==> src/rtl/nws_pkg.sv <==
package nws_pkg;
    typedef enum logic [1:0] {
        ST_IDLE,
        ST_SETUP,
        ST_STROBE,
        ST_HOLD
    } nws_state_e;

    localparam logic [1:0] KIND_CMD = 2'b00;
    localparam logic [1:0] KIND_ADR = 2'b01;
endpackage

==> src/rtl/nws_satcnt.sv <==
module nws_satcnt #(
    parameter int W        = 8,
    parameter bit RST_ONES = 1'b0
) (
    input  logic         clk,
    input  logic         rst_n,
    input  logic         clr,
    output logic [W-1:0] q
);
    localparam logic [W-1:0] ONE = {{(W-1){1'b0}}, 1'b1};

    always_ff @(posedge clk or negedge rst_n) begin
        if (!rst_n)
            q <= RST_ONES ? '1 : '0;
        else if (clr)
            q <= '0;
        else if (q != '1)
            q <= q + ONE;
    end
endmodule

==> src/rtl/nws_gate.sv <==
module nws_gate #(
    parameter int CW = 8
) (
    input  logic [CW-1:0] pre_cnt,
    input  logic [CW-1:0] ce_cnt,
    input  logic [CW-1:0] hi_cnt,
    input  logic [CW-1:0] lo_len,
    input  logic [CW-1:0] cfg_setup,
    input  logic [CW-1:0] cfg_cs,
    input  logic [CW-1:0] cfg_wh,
    input  logic [CW-1:0] cfg_wc,
    input  logic [CW-1:0] cfg_adl,
    input  logic          need_adl,
    output logic          go
);
    localparam int SW = CW + 2;
    localparam logic [SW-1:0] ONE_S = {{(SW-1){1'b0}}, 1'b1};

    logic [SW-1:0] e_pre, e_ce, e_hi, low_s;
    logic ok_setup, ok_cs, ok_wh, ok_wc, ok_adl;

    always_comb begin
        low_s    = {2'b00, lo_len};
        e_pre    = {2'b00, pre_cnt} + ONE_S;
        e_ce     = {2'b00, ce_cnt} + ONE_S;
        e_hi     = {2'b00, hi_cnt} + ONE_S;
        ok_setup = (e_pre + low_s) >= {2'b00, cfg_setup};
        ok_cs    = (e_ce + low_s)  >= {2'b00, cfg_cs};
        ok_wh    = e_hi >= {2'b00, cfg_wh};
        ok_wc    = (e_hi + low_s)  >= {2'b00, cfg_wc};
        ok_adl   = !need_adl || ((e_hi + low_s) >= {2'b00, cfg_adl});
        go       = ok_setup && ok_cs && ok_wh && ok_wc && ok_adl;
    end
endmodule

==> src/rtl/nws_burst.sv <==
module nws_burst #(
    parameter int LW   = 12,
    parameter int PAGE = 2112
) (
    input  logic          clk,
    input  logic          rst_n,
    input  logic          load,
    input  logic          is_data,
    input  logic [LW-1:0] len,
    input  logic          step,
    output logic          more
);
    localparam logic [LW-1:0] PAGE_L = LW'(PAGE);
    localparam logic [LW-1:0] ONE_L  = {{(LW-1){1'b0}}, 1'b1};

    logic [LW-1:0] eff, rem_q;

    always_comb begin
        if (len == '0)
            eff = ONE_L;
        else if (len > PAGE_L)
            eff = PAGE_L;
        else
            eff = len;
    end

    always_ff @(posedge clk or negedge rst_n) begin
        if (!rst_n)
            rem_q <= '0;
        else if (load)
            rem_q <= is_data ? (eff - ONE_L) : '0;
        else if (step && rem_q != '0)
            rem_q <= rem_q - ONE_L;
    end

    assign more = (rem_q != '0);
endmodule

==> src/rtl/nand_wr_seq.sv <==
module nand_wr_seq
    import nws_pkg::*;
#(
    parameter int CW   = 8,
    parameter int LW   = 12,
    parameter int PAGE = 2112
) (
    input  logic          clk,
    input  logic          rst_n,
    input  logic [CW-1:0] cfg_setup,
    input  logic [CW-1:0] cfg_cs,
    input  logic [CW-1:0] cfg_wp,
    input  logic [CW-1:0] cfg_wh,
    input  logic [CW-1:0] cfg_wc,
    input  logic [CW-1:0] cfg_hold,
    input  logic [CW-1:0] cfg_adl,
    input  logic          req_valid,
    output logic          req_ready,
    input  logic [1:0]    req_kind,
    input  logic [7:0]    req_byte,
    input  logic [LW-1:0] req_len,
    input  logic          req_end,
    input  logic [7:0]    dat_byte,
    output logic          dat_take,
    output logic          done,
    output logic          fl_sel_n,
    output logic          fl_cmd_lat,
    output logic          fl_adr_lat,
    output logic          fl_wstb_n,
    output logic [7:0]    fl_dq_o,
    output logic          fl_dq_oe
);
    localparam logic [CW-1:0] ONE_C = {{(CW-1){1'b0}}, 1'b1};
    localparam logic [CW:0]   ONE_X = {{CW{1'b0}}, 1'b1};

    nws_state_e    st_q, st_d;
    logic [CW-1:0] ph_cnt, ce_cnt, hi_cnt, lo_len, hd_len;
    logic          go, more, accept, lo_end, hd_end, hold_fin;
    logic          cmd_q, adr_q, data_q, ce_open_q, end_q, adl_q, done_q;
    logic [7:0]    dq_q;

    assign lo_len   = (cfg_wp == '0)   ? ONE_C : cfg_wp;
    assign hd_len   = (cfg_hold == '0) ? ONE_C : cfg_hold;
    assign accept   = (st_q == ST_IDLE) && req_valid;
    assign lo_end   = ({1'b0, ph_cnt} + ONE_X) >= {1'b0, lo_len};
    assign hd_end   = ({1'b0, ph_cnt} + ONE_X) >= {1'b0, hd_len};
    assign hold_fin = (st_q == ST_HOLD) && hd_end;

    // Phase counter restarts on each state change.
    nws_satcnt #(.W(CW), .RST_ONES(1'b0)) u_phase (
        .clk(clk), .rst_n(rst_n), .clr(st_d != st_q), .q(ph_cnt)
    );
    // Cycles the strobe has been high; saturated at reset so idle never blocks.
    nws_satcnt #(.W(CW), .RST_ONES(1'b1)) u_high (
        .clk(clk), .rst_n(rst_n), .clr(st_q == ST_STROBE), .q(hi_cnt)
    );
    // Cycles since chip select was asserted.
    nws_satcnt #(.W(CW), .RST_ONES(1'b0)) u_sel (
        .clk(clk), .rst_n(rst_n), .clr(!ce_open_q), .q(ce_cnt)
    );

    nws_gate #(.CW(CW)) u_gate (
        .pre_cnt  (ph_cnt),
        .ce_cnt   (ce_cnt),
        .hi_cnt   (hi_cnt),
        .lo_len   (lo_len),
        .cfg_setup(cfg_setup),
        .cfg_cs   (cfg_cs),
        .cfg_wh   (cfg_wh),
        .cfg_wc   (cfg_wc),
        .cfg_adl  (cfg_adl),
        .need_adl (adl_q && data_q),
        .go       (go)
    );

    nws_burst #(.LW(LW), .PAGE(PAGE)) u_burst (
        .clk    (clk),
        .rst_n  (rst_n),
        .load   (accept),
        .is_data(req_kind[1]),
        .len    (req_len),
        .step   (hold_fin && more),
        .more   (more)
    );

    // Next-state logic.
    always_comb begin
        st_d = st_q;
        unique case (st_q)
            ST_IDLE:   if (req_valid) st_d = ST_SETUP;
            ST_SETUP:  if (go)        st_d = ST_STROBE;
            ST_STROBE: if (lo_end)    st_d = ST_HOLD;
            ST_HOLD:   if (hd_end)    st_d = more ? ST_SETUP : ST_IDLE;
            default:                  st_d = ST_IDLE;
        endcase
    end

    // State register.
    always_ff @(posedge clk or negedge rst_n) begin
        if (!rst_n)
            st_q <= ST_IDLE;
        else
            st_q <= st_d;
    end

    // Cycle attributes; they change only on entry to setup or on leaving hold.
    always_ff @(posedge clk or negedge rst_n) begin
        if (!rst_n) begin
            cmd_q     <= 1'b0;
            adr_q     <= 1'b0;
            data_q    <= 1'b0;
            ce_open_q <= 1'b0;
            end_q     <= 1'b0;
            adl_q     <= 1'b0;
            done_q    <= 1'b0;
            dq_q      <= '0;
        end else begin
            done_q <= 1'b0;
            if (accept) begin
                cmd_q     <= (req_kind == KIND_CMD);
                adr_q     <= (req_kind == KIND_ADR);
                data_q    <= req_kind[1];
                dq_q      <= req_kind[1] ? dat_byte : req_byte;
                ce_open_q <= 1'b1;
                end_q     <= req_end;
            end else if (hold_fin) begin
                adl_q <= adr_q;
                if (more) begin
                    dq_q <= dat_byte;
                end else begin
                    cmd_q  <= 1'b0;
                    adr_q  <= 1'b0;
                    done_q <= 1'b1;
                    if (end_q)
                        ce_open_q <= 1'b0;
                end
            end
        end
    end

    // Outputs.
    always_comb begin
        req_ready  = (st_q == ST_IDLE);
        fl_wstb_n  = (st_q != ST_STROBE);
        fl_dq_oe   = (st_q != ST_IDLE);
        fl_sel_n   = !ce_open_q;
        fl_cmd_lat = cmd_q;
        fl_adr_lat = adr_q;
        fl_dq_o    = dq_q;
        done       = done_q;
        dat_take   = (accept && req_kind[1]) || (hold_fin && more);
    end
endmodule

==> config.mk <==
export PLATFORM = sky130hd
export DESIGN_NAME = nand_wr_seq
export DESIGN_NICKNAME = d
export VERILOG_FILES = /design/src/rtl/nws_pkg.sv /design/src/rtl/nws_satcnt.sv /design/src/rtl/nws_gate.sv /design/src/rtl/nws_burst.sv /design/src/rtl/nand_wr_seq.sv
export SDC_FILE = /design/constraint.sdc
export NUM_CORES = 1
export LEC_CHECK = 0
export ABC_AREA = 1
export BUFFER_PORTS_ARGS = -buffer_cell sky130_fd_sc_hd__buf_4
export CORE_MARGIN = 2
export CORE_UTILIZATION = 50
export CTS_BUF_LIST = sky130_fd_sc_hd__clkbuf_4 sky130_fd_sc_hd__clkbuf_8
export CTS_CLUSTER_SIZE = 12
export DETAILED_ROUTE_END_ITERATION = 12
export PLACE_DENSITY = 0.76
export RECOVER_POWER = 100
export SYNTH_ARGS = -nofsm -noshare
export SYNTH_HDL_FRONTEND = slang
export SYNTH_SLANG_ARGS = --single-unit
export TNS_END_PERCENT = 5
==> constraint.sdc <==
create_clock -name clk -period 3.4 [get_ports clk]
set_input_delay 0.17 -clock clk [delete_from_list [all_inputs] [get_ports clk]]
set_output_delay 0.17 -clock clk [all_outputs]
set_load 0.02 [all_outputs]
## Yosys cells after proc, flatten, opt, wreduce, memory -nomap -nowiden

Index checks and enable logic that the tools add are counted.

| storage, ports and cells | value |
|---|---|
| bits in registers | 53 |
| word-level logic and storage cells | 110 |

| operators by class | value |
|---|---|
| add/subtract/negate cells | 12 |
| $lt $le $gt $ge | 8 |
| eq/ne operators | 11 |
| multiplexer cells | 34 |
| bitwise gates (word level) | 1 |
| reduce and logical (&&, ||, !) cells | 31 |

Operators by type and width:

| operator | number |
|---|---|
| 8-bit two-way mux | 12 |
| 12-bit two-way mux | 5 |
| 10-bit by 8-bit greater-or-equal comparator with 1-bit output | 5 |
| 8-bit by 1-bit adder with 9-bit output, second input constant | 4 |
| 10-bit by 8-bit adder with 10-bit output | 3 |
| 8-bit by 1-bit adder with 8-bit output, second input constant | 3 |
| 8-bit inequality test, second input constant | 3 |
| 12-bit by 1-bit subtractor with 12-bit output, second input constant | 2 |
| 9-bit by 8-bit greater-or-equal comparator with 1-bit output | 2 |
| 8-bit logical NOT | 2 |
| 2-bit nonzero test | 7 |
| 12-bit greater-than comparator, second input constant | 1 |
| 12-bit logical NOT | 1 |
| 1-bit two-way mux | 12 |
| 12-bit nonzero test | 1 |
| 1-bit logical AND | 10 |
| 2-bit two-way mux | 4 |
| 2-bit case mux with 4 select lines | 1 |
| 2-bit AND reduction | 3 |
| 2-bit by 1-bit == test with 1-bit output, second input constant | 2 |
| 2-bit == test, second input constant | 2 |
| 2-bit logical NOT | 2 |
| 2-bit by 1-bit inequality test with 1-bit output, second input constant | 2 |
| 3-bit AND reduction | 1 |
| 5 further kinds | 7 |

## Longest topological paths before layout

Gate-level depths: netlist of run 1.

| depth | value |
|---|---|
| depth in word-level cells | 12 |
| depth in mapped cells | 31 |

## By module

Synthesis of run 1 repeated with hierarchy kept, for this count alone.

| second synthesis, totals | value |
|---|---|
| cell total of the unflattened synthesis | 978 |
| area total of the unflattened synthesis | 6505.0 µm² |

Modules (own cells, without submodules):

| module | instances | cells an instance | area an instance (µm²) | seq. area each (µm²) |
|---|---|---|---|---|
| nws_gate | 1 | 390 | 2344.7 | 0.0 |
| nand_wr_seq | 1 | 220 | 1521.5 | 425.4 |
| nws_burst | 1 | 188 | 1198.6 | 300.3 |
| nws_satcnt at u_phase ... | 2 | 60 | 476.7 | 200.2 |
| nws_satcnt at u_high | 1 | 60 | 486.7 | 210.2 |

## Worst setup path after synthesis of run 1

Ideal clock, no wire load.

| path | value |
|---|---|
| path kind | reg-to-reg |
| from | register u_high.q[0] |
| to | register u_phase.q[1] |
| setup time | 121 ps |
| arrival time | 3468 ps |
| setup slack | -188 ps |
| stages on the path, launching flop included | 29 |
| buffers on the path | 0 |
| clock period less this slack | 3588 ps |
| cells stage by stage | dfstp_2 ha_1 nor2_1 nor2_1 ha_1 a21oi_1 nand2_1 nand3_1 nand2_1 nand3_2 nand2_2 nand2_1 nand2_1 nand2_1 inv_1 ha_1 nand2_1 nor2_1 a221o_1 o21ai_0 nand2_1 inv_1 nand2_1 nand4_1 nand3_1 nand3_2 nand2_2 nand2_4 nor2_2 |

| between the ends | value |
|---|---|
| longest elaborated chain between the ends | 9 |

RTL lines:

| what | line | source |
|---|---|---|
| start, declared | nws_satcnt.sv:8 | `output logic [W-1:0] q` |
| start signal, assigned | nws_satcnt.sv:14 | `q <= RST_ONES ? '1 : '0;` |
| start signal, assigned | nws_satcnt.sv:18 | `q <= q + ONE;` |
| 8-bit by 1-bit adder with 9-bit output * | nws_gate.sv:26 | `e_hi = {2'b00, hi_cnt} + ONE_S;` |
| 10-bit by 8-bit adder with 10-bit output or 10-bit by 8-bit greater-or-equal comparator with 1-bit output (tied branches) | nws_gate.sv:30, nws_gate.sv:31, nws_gate.sv:29 |  |
| 10-bit by 8-bit greater-or-equal comparator with 1-bit output (tied with other cells) | nws_gate.sv:30 | `ok_wc = (e_hi + low_s) >= {2'b00, cfg_wc};` |
| 1-bit logical AND or 1-bit logical OR (tied branches) | nws_gate.sv:32, nws_gate.sv:31 |  |
| 1-bit logical AND * | nws_gate.sv:32 | `go = ok_setup && ok_cs && ok_wh && ok_wc && ok_adl;` |
| 2-bit two-way mux * | nand_wr_seq.sv:91 | `ST_SETUP: if (go) st_d = ST_STROBE;` |
| 2-bit case mux with 4 select lines * | nand_wr_seq.sv:89 | `unique case (st_q)` |
| via st_d[0] | nand_wr_seq.sv:36 | `nws_state_e st_q, st_d;` |
| 2-bit inequality test * | nand_wr_seq.sv:51 | `.clk(clk), .rst_n(rst_n), .clr(st_d != st_q), .q(ph_cnt)` |
| 8-bit two-way mux or 2-bit nonzero test (tied branches) | -- |  |
| end signal, assigned | nws_satcnt.sv:14 |  |
| end signal, assigned | nws_satcnt.sv:18 |  |
| end, declared | nws_satcnt.sv:8 |  |

Mark *: on every way through the listed nets, which the timed path passes. The rest lies on a longest branch.
A chain may end at the register's enable or synchronous reset.

## Final worst setup path of run 1

| path | value |
|---|---|
| from | register u_high.q[1] |
| to | register u_phase.q[0] |

| between the ends | value |
|---|---|
| longest elaborated chain between the ends | 9 |

RTL lines:

| what | line |
|---|---|
| 8-bit by 1-bit adder with 9-bit output * | nws_gate.sv:26 |
| 10-bit by 8-bit adder with 10-bit output or 10-bit by 8-bit greater-or-equal comparator with 1-bit output (tied branches) | nws_gate.sv:30, nws_gate.sv:31, nws_gate.sv:29 |
| 10-bit by 8-bit greater-or-equal comparator with 1-bit output (tied with other cells) | nws_gate.sv:30 |
| 1-bit logical AND or 1-bit logical OR (tied branches) | nws_gate.sv:32, nws_gate.sv:31 |
| 1-bit logical AND * | nws_gate.sv:32 |
| 2-bit two-way mux * | nand_wr_seq.sv:91 |
| 2-bit case mux with 4 select lines * | nand_wr_seq.sv:89 |
| 2-bit inequality test * | nand_wr_seq.sv:51 |
| 8-bit two-way mux or 2-bit nonzero test (tied branches) | -- |

Every way passes the cells marked *; elsewhere a longest branch is shown, timed or not.

==> flow_metrics.tcl, run 1 <==
set metrics [dict create \
    cap_viol_max_count 1 \
    path_class "reg -> reg" \
    final_common_cell "nand2_1" \
    yosysWarnings 0 \
    p_leak_uw 0.00432 \
    worstPathRequired_ns 3.66 \
    peakVddDrop_mv 0.494 \
    cts_sinks 53 \
    power_density_nw_per_um2 784 \
    place_congestion 0.916 \
    grt_max_degree 54 \
    gr-total-overflow 0 \
    io_buffers 105 \
    clock.fmax_ghz 0.275 \
    cp_max_fo 8 \
    clk_latency_ns 0.32 \
    drcViolationCount 0 \
    drive_above_1_share 0.241 \
    syn_area_um2 5820 \
    hold_path_class "in -> reg" \
    diodes 0 \
    setup_ws_ns -0.234 \
    status "finished, violations left" \
    die_w_um 112 \
    die_h_um 112 \
    violations "capacitance limit, slew limit, setup timing" \
    cts_max_level 2 \
    hold_viol_final 0 \
    timing.final.crit_share 1.07 \
    cts_buffer_depth 2 \
    finalSetupViolations 9 \
    drv_slew 54 \
    drt_iter0_drc 247 \
    path_clk_slew_ns 0.11 \
    cts_tree "built" \
    hold_end "end_q" \
    cp_common_cell "nand2_1" \
    cp_slowest_cell "dfstp_2" \
    reg2reg_from "u_high.q[1]" \
    postSynthCellCount 869 \
    synthArstFlopShare 1.00 \
    grt_pass1_wl_mm 25.3 \
    path_buf_inv 3 \
    nNetsFinal 1226 \
    synth.net_count 1040 \
    rsz0062_at_grt "yes" \
    slew_headroom -0.968 \
    initial_utilization 0.512 \
    dr.pass1.iters 5 \
    synth-edff-count 0 \
    grt_usage 0.243 \
    row_count 39 \
    worstMarginPinSlew_ns 2.95 \
    drtAntennaViolNets 0 \
    ys.flop_type "dfrtp_1" \
    min_path_cells 3 \
    synth-seq-cells 53 \
    via_per_inst 4.99 \
    fin_util 0.659 \
    crit_family "simple AND/OR/NAND/NOR gates" \
    dp_hpwl_mm 12.3 \
    synth.avg_cell_area_um2 6.70 \
    wire_per_inst_um 12.3 \
    startpoint "u_high.q[1]" \
    die-area_um2 12500 \
    cts-root-buf "clkbuf_8" \
    ys_seq_area_frac 0.230 \
    reg2reg_to "u_phase.q[0]" \
    grt_antenna_before_repair 0 \
    final_cell_mix "nand2_1 (193), inv_1 (172), buf_4 (170)" \
    period_needed_ns 3.63 \
    core_area_um2 11400 \
    tns_ns -1.91 \
    slowest_delay_ns 0.58 \
    vias 5988 \
    area_growth_pct 28.7 \
    synth_cell_type_count 45 \
    rrSetupSlack_ns -0.23 \
    cts_made_buffers 5 \
    hp-start "req_end" \
    totalWireLength_mm 14.8 \
    ff2ff_path_depth 29 \
    cp-start-kind "flip-flop" \
    end_kind "flip-flop" \
    io_pins 106 \
    clock_skew_ns 0.00502 \
    worstPathArrival_ns 3.89 \
    grt_pass1_vias 5862 \
]
[flip-flops by register name, indices dropped and copies added (netlist names)]
register       flops
u_burst.rem_q     12
fl_dq_o            8
u_high.q           8
u_phase.q          8
u_sel.q            8
st_q               2
adl_q              1
ce_open_q          1
data_q             1
done               1
end_q              1
fl_adr_lat         1
fl_cmd_lat         1
[power breakdown]
| part | switching (uW) | internal [uW] |
|---|---|---|
| clock | 242 | 155 |
| sequential | 196 | 923 |
| combinational | 2410 | 1950 |
[cell type report]
cell class	count	area, um2
fillers	1035	3880
well taps	143	179
clock inverters	3	28.8
repair buffers	190	1360
flip-flops and latches	53	1340
multi-input cells	624	3840
inverters	181	679
clock buffers	5	68.8
[synth_stat cells (all sizes together), types with 7 or more instances]
| master | count | area, um2 |
|---|---|---|
| a21oi | 32 | 160 |
| a31oi | 11 | 68.8 |
| clkbuf | 7 | 26.3 |
| dfrtp | 45 | 1130 |
| dfstp | 8 | 210 |
| ha | 78 | 976 |
| inv | 179 | 672 |
| nand2 | 216 | 871 |
| nand3 | 63 | 358 |
| nand4 | 14 | 93.8 |
| nor2 | 95 | 407 |
| nor3 | 7 | 40.0 |
| o21ai | 42 | 210 |
| xor2 | 21 | 184 |
[metal layers]
| metal | share of wire | GRT usage | vias to the layer above | wire [um] |
|---|---|---|---|---|
| met2 | 0.49 | 0.430 | 137 | 7160 |
| met4 | 0.020 | 0.0700 | 0 | 292 |
| met5 | 0 | 0 | - | 0 |
| li1 | - | - | 3140 | - |
| met1 | 0.44 | 0.306 | 2688 | 6460 |
| met3 | 0.057 | 0.0397 | 23 | 842 |
[through the flow]
| step | area (um2) | hold WS, ns | instances | total power, uW | setup WS [ns] |
|---|---|---|---|---|---|
| floorplan | 5840 | -0.126 | 869 | 3900 | -0.0403 |
| global placement | 7380 | 0.262 | 1187 | 5310 | -0.670 |
| detailed placement | 7380 | 0.258 | 1187 | 5420 | -0.739 |
| CTS | 7560 | 0.0244 | 1199 | 5920 | -0.147 |
| global route | 7490 | 0.0356 | 1199 | 6570 | -0.466 |
| finish | 7490 | 0.0312 | 1199 | 5870 | -0.234 |
[worst register-to-register path, delay by kind of cell, from the launching register on]
kind,cells,cell delay (ns)
DFF,1,0.58
AOI/OAI and AO/OA,3,0.59
adders and majority gates,3,0.68
buffers and inverters,3,0.21
and+or+nand+nor,20,1.53
[worst max path at each step]
stage,depth (start not counted),to
3_5_place_dp,27,u_phase.q[5]
6_report,29,u_phase.q[0]
3_3_place_gp,27,u_phase.q[0]
4_1_cts,28,u_phase.q[5]
5_1_grt,28,u_phase.q[6]
2_1_floorplan,29,u_phase.q[1]
[repair_timing]
item	CTS	global route
gates resized for setup	12	4
hold endpoints to repair	45	0
buffers inserted	3	0
endpoints found under the setup margin	10	10
hold buffers	1	0
pin swaps	17	1
[cell families after synthesis]
| kind of cell | Yosys count | share of synthesized area |
|---|---|---|
| fa+ha+maj | 81 | 0.178 |
| mux | 1 | 0.00172 |
| buf+inv | 192 | 0.125 |
| compound gates | 109 | 0.108 |
| flops | 53 | 0.230 |
| xor+xnor | 27 | 0.0406 |
| simple gates | 406 | 0.317 |
Power figures use the tool's default switching activity.
==> inputs of run 2 (changes only) <==
CTS_CLUSTER_SIZE = not set   (was 12)
PLACE_DENSITY = 0.75   (was 0.76)
SKIP_CTS_REPAIR_TIMING = 1   (was not set)
SYNTH_HIERARCHICAL = 1   (was not set)
==> run 2 against run 1 <==
Against the previous run:
- the run still ends with capacitance limit, slew limit, setup timing left
- area after synthesis is 12% higher
- register-to-register slack worse by 0.21 ns
- synthesized cell count grew 13%
- clock power barely moved
- hold slack improved by 0.0093 ns
- count of clock-buffer cells in the layout unchanged
- core utilization down 1.5 points
- die area up 11%
- maximum frequency shrank 5.5%
- critical endpoint is now u_phase/q[0]
- largest cell class unchanged
- largest power group unchanged
- highest routed layer unchanged
==> flow_metrics.tcl, run 2 <==
set metrics [dict create \
    finalSetupViolations 9 \
    drt_iter0_drc 303 \
    final_cell_mix "nand2_1 (272), inv_1 (179), buf_4 (156)" \
    yosysMostFrequentCell "nand2_1" \
    area_growth_pct 25.4 \
    status "finished, violations left" \
    cts_buffer_depth 2 \
    synth.net_count 1159 \
    synth-seq-cells 53 \
    die-area_um2 13900 \
    grt_pass1_wl_mm 26.3 \
    yosysTopAreaCell "dfrtp_1" \
    grt_antenna_before_repair 0 \
    peakVddDrop_mv 0.285 \
    clock_skew_ns 0.0132 \
    die_w_um 118 \
    tns_ns -3.32 \
    fin_util 0.644 \
    io_pins 106 \
    drive_above_1_share 0.234 \
    final_common_cell "nand2_1" \
    drtAntennaViolNets 0 \
    timing.final.crit_share 1.13 \
    p_int_uw 2940 \
    cts_made_buffers 5 \
    cts_max_level 2 \
    largest_reg_flops 12 \
    clock.fmax_ghz 0.260 \
    min_path_cells 2 \
    initial_utilization 0.513 \
    setup_ws_ns -0.444 \
    hold_viol_final 0 \
    synth.avg_cell_area_um2 6.65 \
    synth-edff-count 0 \
    drcViolationCount 0 \
    drv_slew 54 \
    end_kind "flip-flop" \
    violations "capacitance limit, slew limit, setup timing" \
    slew_headroom -0.932 \
    ys.flop_type "dfrtp_1" \
    rsz0062_at_grt "yes" \
    path_clk_slew_ns 0.11 \
    path_class "reg -> reg" \
    hold_end "fl_cmd_lat" \
    syn_area_um2 6500 \
    p_clk_frac 0.069 \
    clk_latency_ns 0.33 \
    yosysWarnings 6 \
    cts-root-buf "clkbuf_8" \
    cp_common_cell "nand2_1" \
    synth_common_cells "nand2_1 (277), inv_1 (182), ha_1 (88)" \
    gr-total-overflow 0 \
    ys_seq_area_frac 0.205 \
    slowest_delay_ns 0.60 \
    fillers 1185 \
    worstPathArrival_ns 4.11 \
    power_density_nw_per_um2 705 \
    io_buffers 105 \
    rrSetupSlack_ns -0.44 \
    synth_cell_type_count 51 \
    p_leak_uw 0.00462 \
    dr.pass1.iters 4 \
    place_congestion 0.908 \
    hp-start "req_kind[0]" \
    place_area_um2 7910 \
    cts_sinks 53 \
    nNetsFinal 1326 \
    pwr-share-seq 0.190 \
    grt_max_degree 54 \
    grt_pass1_vias 6240 \
    regMostFlops "u_burst/rem_q" \
    grt_usage 0.221 \
    core_area_um2 12700 \
    netlist_top_cells_area "dfrtp_1 (17%), ha_1 (17%), nand2_1 (16%), inv_1 (11%), nand3_1 (4.3%)" \
    reg2reg_from "u_high/q[0]" \
    period_needed_ns 3.84 \
    vias 6473 \
    cts_tree "built" \
    p_sw_frac 0.488 \
    cp_slowest_cell "dfstp_2" \
    combPwrFrac 0.742 \
    finalInstanceArea_um2 8160 \
    via_per_inst 4.91 \
    synth_top_area_frac 0.173 \
    diodes 0 \
    postSynthCellCount 978 \
    hold_path_class "in -> reg" \
    dp_hpwl_mm 12.5 \
    row_count 41 \
    p_switching_uw 2810 \
    worstPathRequired_ns 3.66 \
    die_h_um 118 \
    cp_max_fo 7 \
    totalWireLength_mm 15.8 \
    ff2ff_path_depth 30 \
    cp-start-kind "flip-flop" \
    reg2reg_to "u_phase/q[0]" \
    worstMarginPinSlew_ns 2.90 \
    p_total_uw 5750 \
    cap_viol_max_count 1 \
    wire_per_inst_um 12.0 \
    synthArstFlopShare 1.00 \
]
[run 2: cell types whose count changed after synthesis, sizes merged, moves of 3 or more]
cell / change
nor3: -3
nand2: +74
inv: +14
xor2: +8
o22ai: +3
nand4: -8
a31oi: -7
nand3b: +6
nor4: -3
ha: +10
o21ai: -5
a21oi: +17
[run 2: logic make-up (layout without fill, tap and decap cells)]
family                   after synthesis  count (layout)  share of synthesized area
adder cells (fa/ha/maj)               91              91                      0.178
flip-flops                            53              53                      0.205
buffers and inverters                208             376                      0.123
AND/OR/NAND/NOR                      471             471                      0.332
AO/OA/AOI/OAI                        118             118                      0.111
XOR/XNOR                              37              37                     0.0498
[run 2: final cells by class]
type,count,area (um2),area share
well taps,172,215,0.0264
clock inverters,3,28.8,0.00353
multi-input cells,717,4520,0.554
flip-flops and latches,53,1340,0.164
clock buffers,5,68.8,0.00844
repair buffers,172,1240,0.153
inverters,196,746,0.0914
[run 2: critical path: cells and delay by family, from the launching register on]
| kind | cells | cell delay [ns] |
|---|---|---|
| and+or+nand+nor | 19 | 1.50 |
| adders and majority gates | 3 | 0.73 |
| DFF | 1 | 0.60 |
| xor gates and xnor gates | 2 | 0.37 |
| buffers and inverters | 4 | 0.35 |
| AOI/OAI and AO/OA | 2 | 0.21 |
[run 2: power by group through the flow]
stage	clock network [uW]	registers (uW)	logic [uW]
after CTS	411	1080	3980
final	395	1090	4260
after floorplan	0	1180	2660
after detailed placement	0	1090	3970
after global placement	0	1080	3860
after global routing	428	1120	4860
[run 2: worst max-delay path by stage]
| stage | startpoint | to | slack, ns | cells after the start |
|---|---|---|---|---|
| 3_5_place_dp | cfg_wp[7] | u_phase/q[2] | -0.57 | 29 |
| 2_1_floorplan | u_high/q[0] | u_phase/q[2] | -0.13 | 31 |
| 4_1_cts | u_high/q[0] | u_phase/q[2] | -0.56 | 29 |
| 5_1_grt | u_high/q[0] | u_phase/q[2] | -0.74 | 29 |
| 6_report | u_high/q[0] | u_phase/q[0] | -0.44 | 30 |
| 3_3_place_gp | cfg_wp[7] | u_phase/q[2] | -0.45 | 29 |
[run 2: metrics by stage]
stage / hold slack, ns / std cells / setup slack (ns)
floorplan: -0.126 / 978 / -0.129
global placement: 0.262 / 1301 / -0.449
detailed placement: 0.270 / 1301 / -0.572
CTS: -0.0983 / 1309 / -0.558
global route: 0.0285 / 1318 / -0.737
finish: 0.0405 / 1318 / -0.444
[run 2: routing by layer]
layer | share of wire | global-route usage | wire (um)
met3 | 0.042 | 0.0262 | 656
met1 | 0.46 | 0.282 | 7310
met2 | 0.47 | 0.389 | 7430
met5 | 0 | 0 | 0
met4 | 0.023 | 0.0685 | 357
==> inputs of run 3 (changes only) <==
CORE_ASPECT_RATIO = 0.5   (was not set)
==> run 3 against run 2 <==
Against the previous run:
- the run ends with setup timing left
- sequential share of layout area barely moved
- wire length grew 4.7%
- critical path type unchanged
- flip-flop and latch count unchanged
- die area is 0.40% higher
- highest routed layer unchanged
- final cell count down 0.38%
==> flow_metrics.tcl, run 3 (synthesis gave the netlist of run 2 again) <==
set metrics [dict create \
    status "finished, violations left" \
    violations "setup timing" \
    dp.cells 1299 \
    via_per_inst 4.97 \
    peakVddDrop_mv 0.396 \
    slowest_delay_ns 0.58 \
    diodes 0 \
    drive_above_1_share 0.237 \
    grt_pass1_wl_mm 27.8 \
    hold_path_class "in -> reg" \
    end_kind "flip-flop" \
    worstMarginPinSlew_ns 1.36 \
    drt_iter0_drc 268 \
    cp_common_cell "nand2_1" \
    cts_max_level 2 \
    drtAntennaViolNets 0 \
    die_h_um 84.7 \
    setup_ws_ns -0.416 \
    slew_headroom 0.0937 \
    combPwrFrac 0.752 \
    place_congestion 0.895 \
    grt_antenna_before_repair 0 \
    p_leak_uw 0.00462 \
    cap_viol_max_count 0 \
    vias 6520 \
    grt_pass1_vias 6275 \
    drcViolationCount 0 \
    clock_skew_ns 0.0169 \
    power_density_nw_per_um2 728 \
    p_clk_frac 0.065 \
    grt_usage 0.242 \
    regMostFlops "u_burst/rem_q" \
    clk_latency_ns 0.32 \
    nNetsFinal 1323 \
    drv_slew 0 \
    crit_family "simple AND/OR/NAND/NOR gates" \
    path_clk_slew_ns 0.10 \
    largest_reg_flops 12 \
    gr-total-overflow 0 \
    wire_per_inst_um 12.6 \
    final_common_cell "nand2_1" \
    path_buf_inv 7 \
    cp_slowest_cell "dfstp_2" \
    cts_buffer_depth 2 \
    cts_made_buffers 5 \
    p_sw_frac 0.492 \
    cp-start-kind "flip-flop" \
    hold_viol_final 0 \
    cp_max_fo 7 \
    p_int_uw 3020 \
    p_switching_uw 2930 \
    cts_tree "built" \
    io_pins 106 \
    period_needed_ns 3.82 \
    io_buffers 105 \
    worstPathRequired_ns 3.65 \
    cts-root-buf "clkbuf_8" \
    grt_max_degree 54 \
    dp_hpwl_mm 13.6 \
    finalInstanceArea_um2 8160 \
    row_count 29 \
    finalSetupViolations 9 \
    clock.fmax_ghz 0.262 \
    core_area_um2 12700 \
    area_growth_pct 25.5 \
    pwr-share-seq 0.183 \
    worstPathArrival_ns 4.06 \
    stdcell_count 1313 \
    hold_ws_ns 0.0513 \
    place_area_um2 7910 \
    initial_utilization 0.512 \
    die-area_um2 14000 \
    timing.final.crit_share 1.12 \
    cts_sinks 53 \
    totalWireLength_mm 16.5 \
    p_total_uw 5940 \
    final_cell_mix "nand2_1 (271), inv_1 (179), buf_4 (153)" \
    die_w_um 165 \
    dr.pass1.iters 5 \
    path_class "reg -> reg" \
    rsz0062_at_grt "yes" \
]
run 3: changes by cell type in the layout (fill, tap and decap cells not counted), moves of 2 or more:
cell / change
buf_4: -3
clkbuf_1: -2
nor2_1: -2
nor2_2: +2
run 3: routing by layer:
metal	GRT usage	up-vias	part of all wire
li1	-	3407	-
met1	0.324	2922	0.46
met2	0.410	163	0.45
met3	0.0361	28	0.059
met4	0.0658	0	0.024
met5	0	-	0
run 3: power by group through the flow:
stage / clock, uW / sequential (uW) / combinational (uW)
2_1_floorplan: 0 / 1180 / 2660
3_3_place_gp: 0 / 1090 / 3940
3_5_place_dp: 0 / 1090 / 4110
4_1_cts: 403 / 1080 / 4130
5_1_grt: 429 / 1120 / 5050
6_report: 389 / 1090 / 4470
run 3: worst register-to-register path, delay by kind of cell, from the launching register on:
kind / cells / cell delay, ns
compound gates: 2 / 0.35
xor+xnor: 2 / 0.39
fa+ha+maj: 3 / 0.71
buf+inv: 7 / 0.56
flops: 1 / 0.58
simple gates: 15 / 1.17
run 3: worst paths after layout:
kind	startpoint	endpoint	slack, ns	cells after the start
min reg2reg	fl_dq_o[2]	fl_dq_o[2]	0.49	2
max reg2reg	u_high/q[1]	u_phase/q[3]	-0.42	29
min in group asynchronous	rst_n	u_burst/rem_q[1]	0.69	2
max	u_high/q[1]	u_phase/q[3]	-0.42	29
max in group asynchronous	rst_n	u_phase/q[2]	1.89	2
min	req_kind[0]	fl_cmd_lat	0.05	2
run 3: layout make-up:
class | count | area, um2
fillers | 1146 | 4540
multi-input cells | 717 | 4530
flip-flops and latches | 53 | 1340
repair buffers | 169 | 1240
inverters | 196 | 743
well taps | 170 | 213
clock buffers | 6 | 82.6
clock inverters | 2 | 16.3
run 3: stage by stage:
stage | setup WS [ns] | utilization | TNS, ns
2_1_floorplan | -0.129 | - | -0.614
3_5_place_dp | -0.578 | 0.623 | -4.62
6_report | -0.416 | 0.643 | -3.19
3_3_place_gp | -0.410 | 0.623 | -3.08
5_1_grt | -0.706 | 0.643 | -5.75
4_1_cts | -0.632 | 0.631 | -5.12
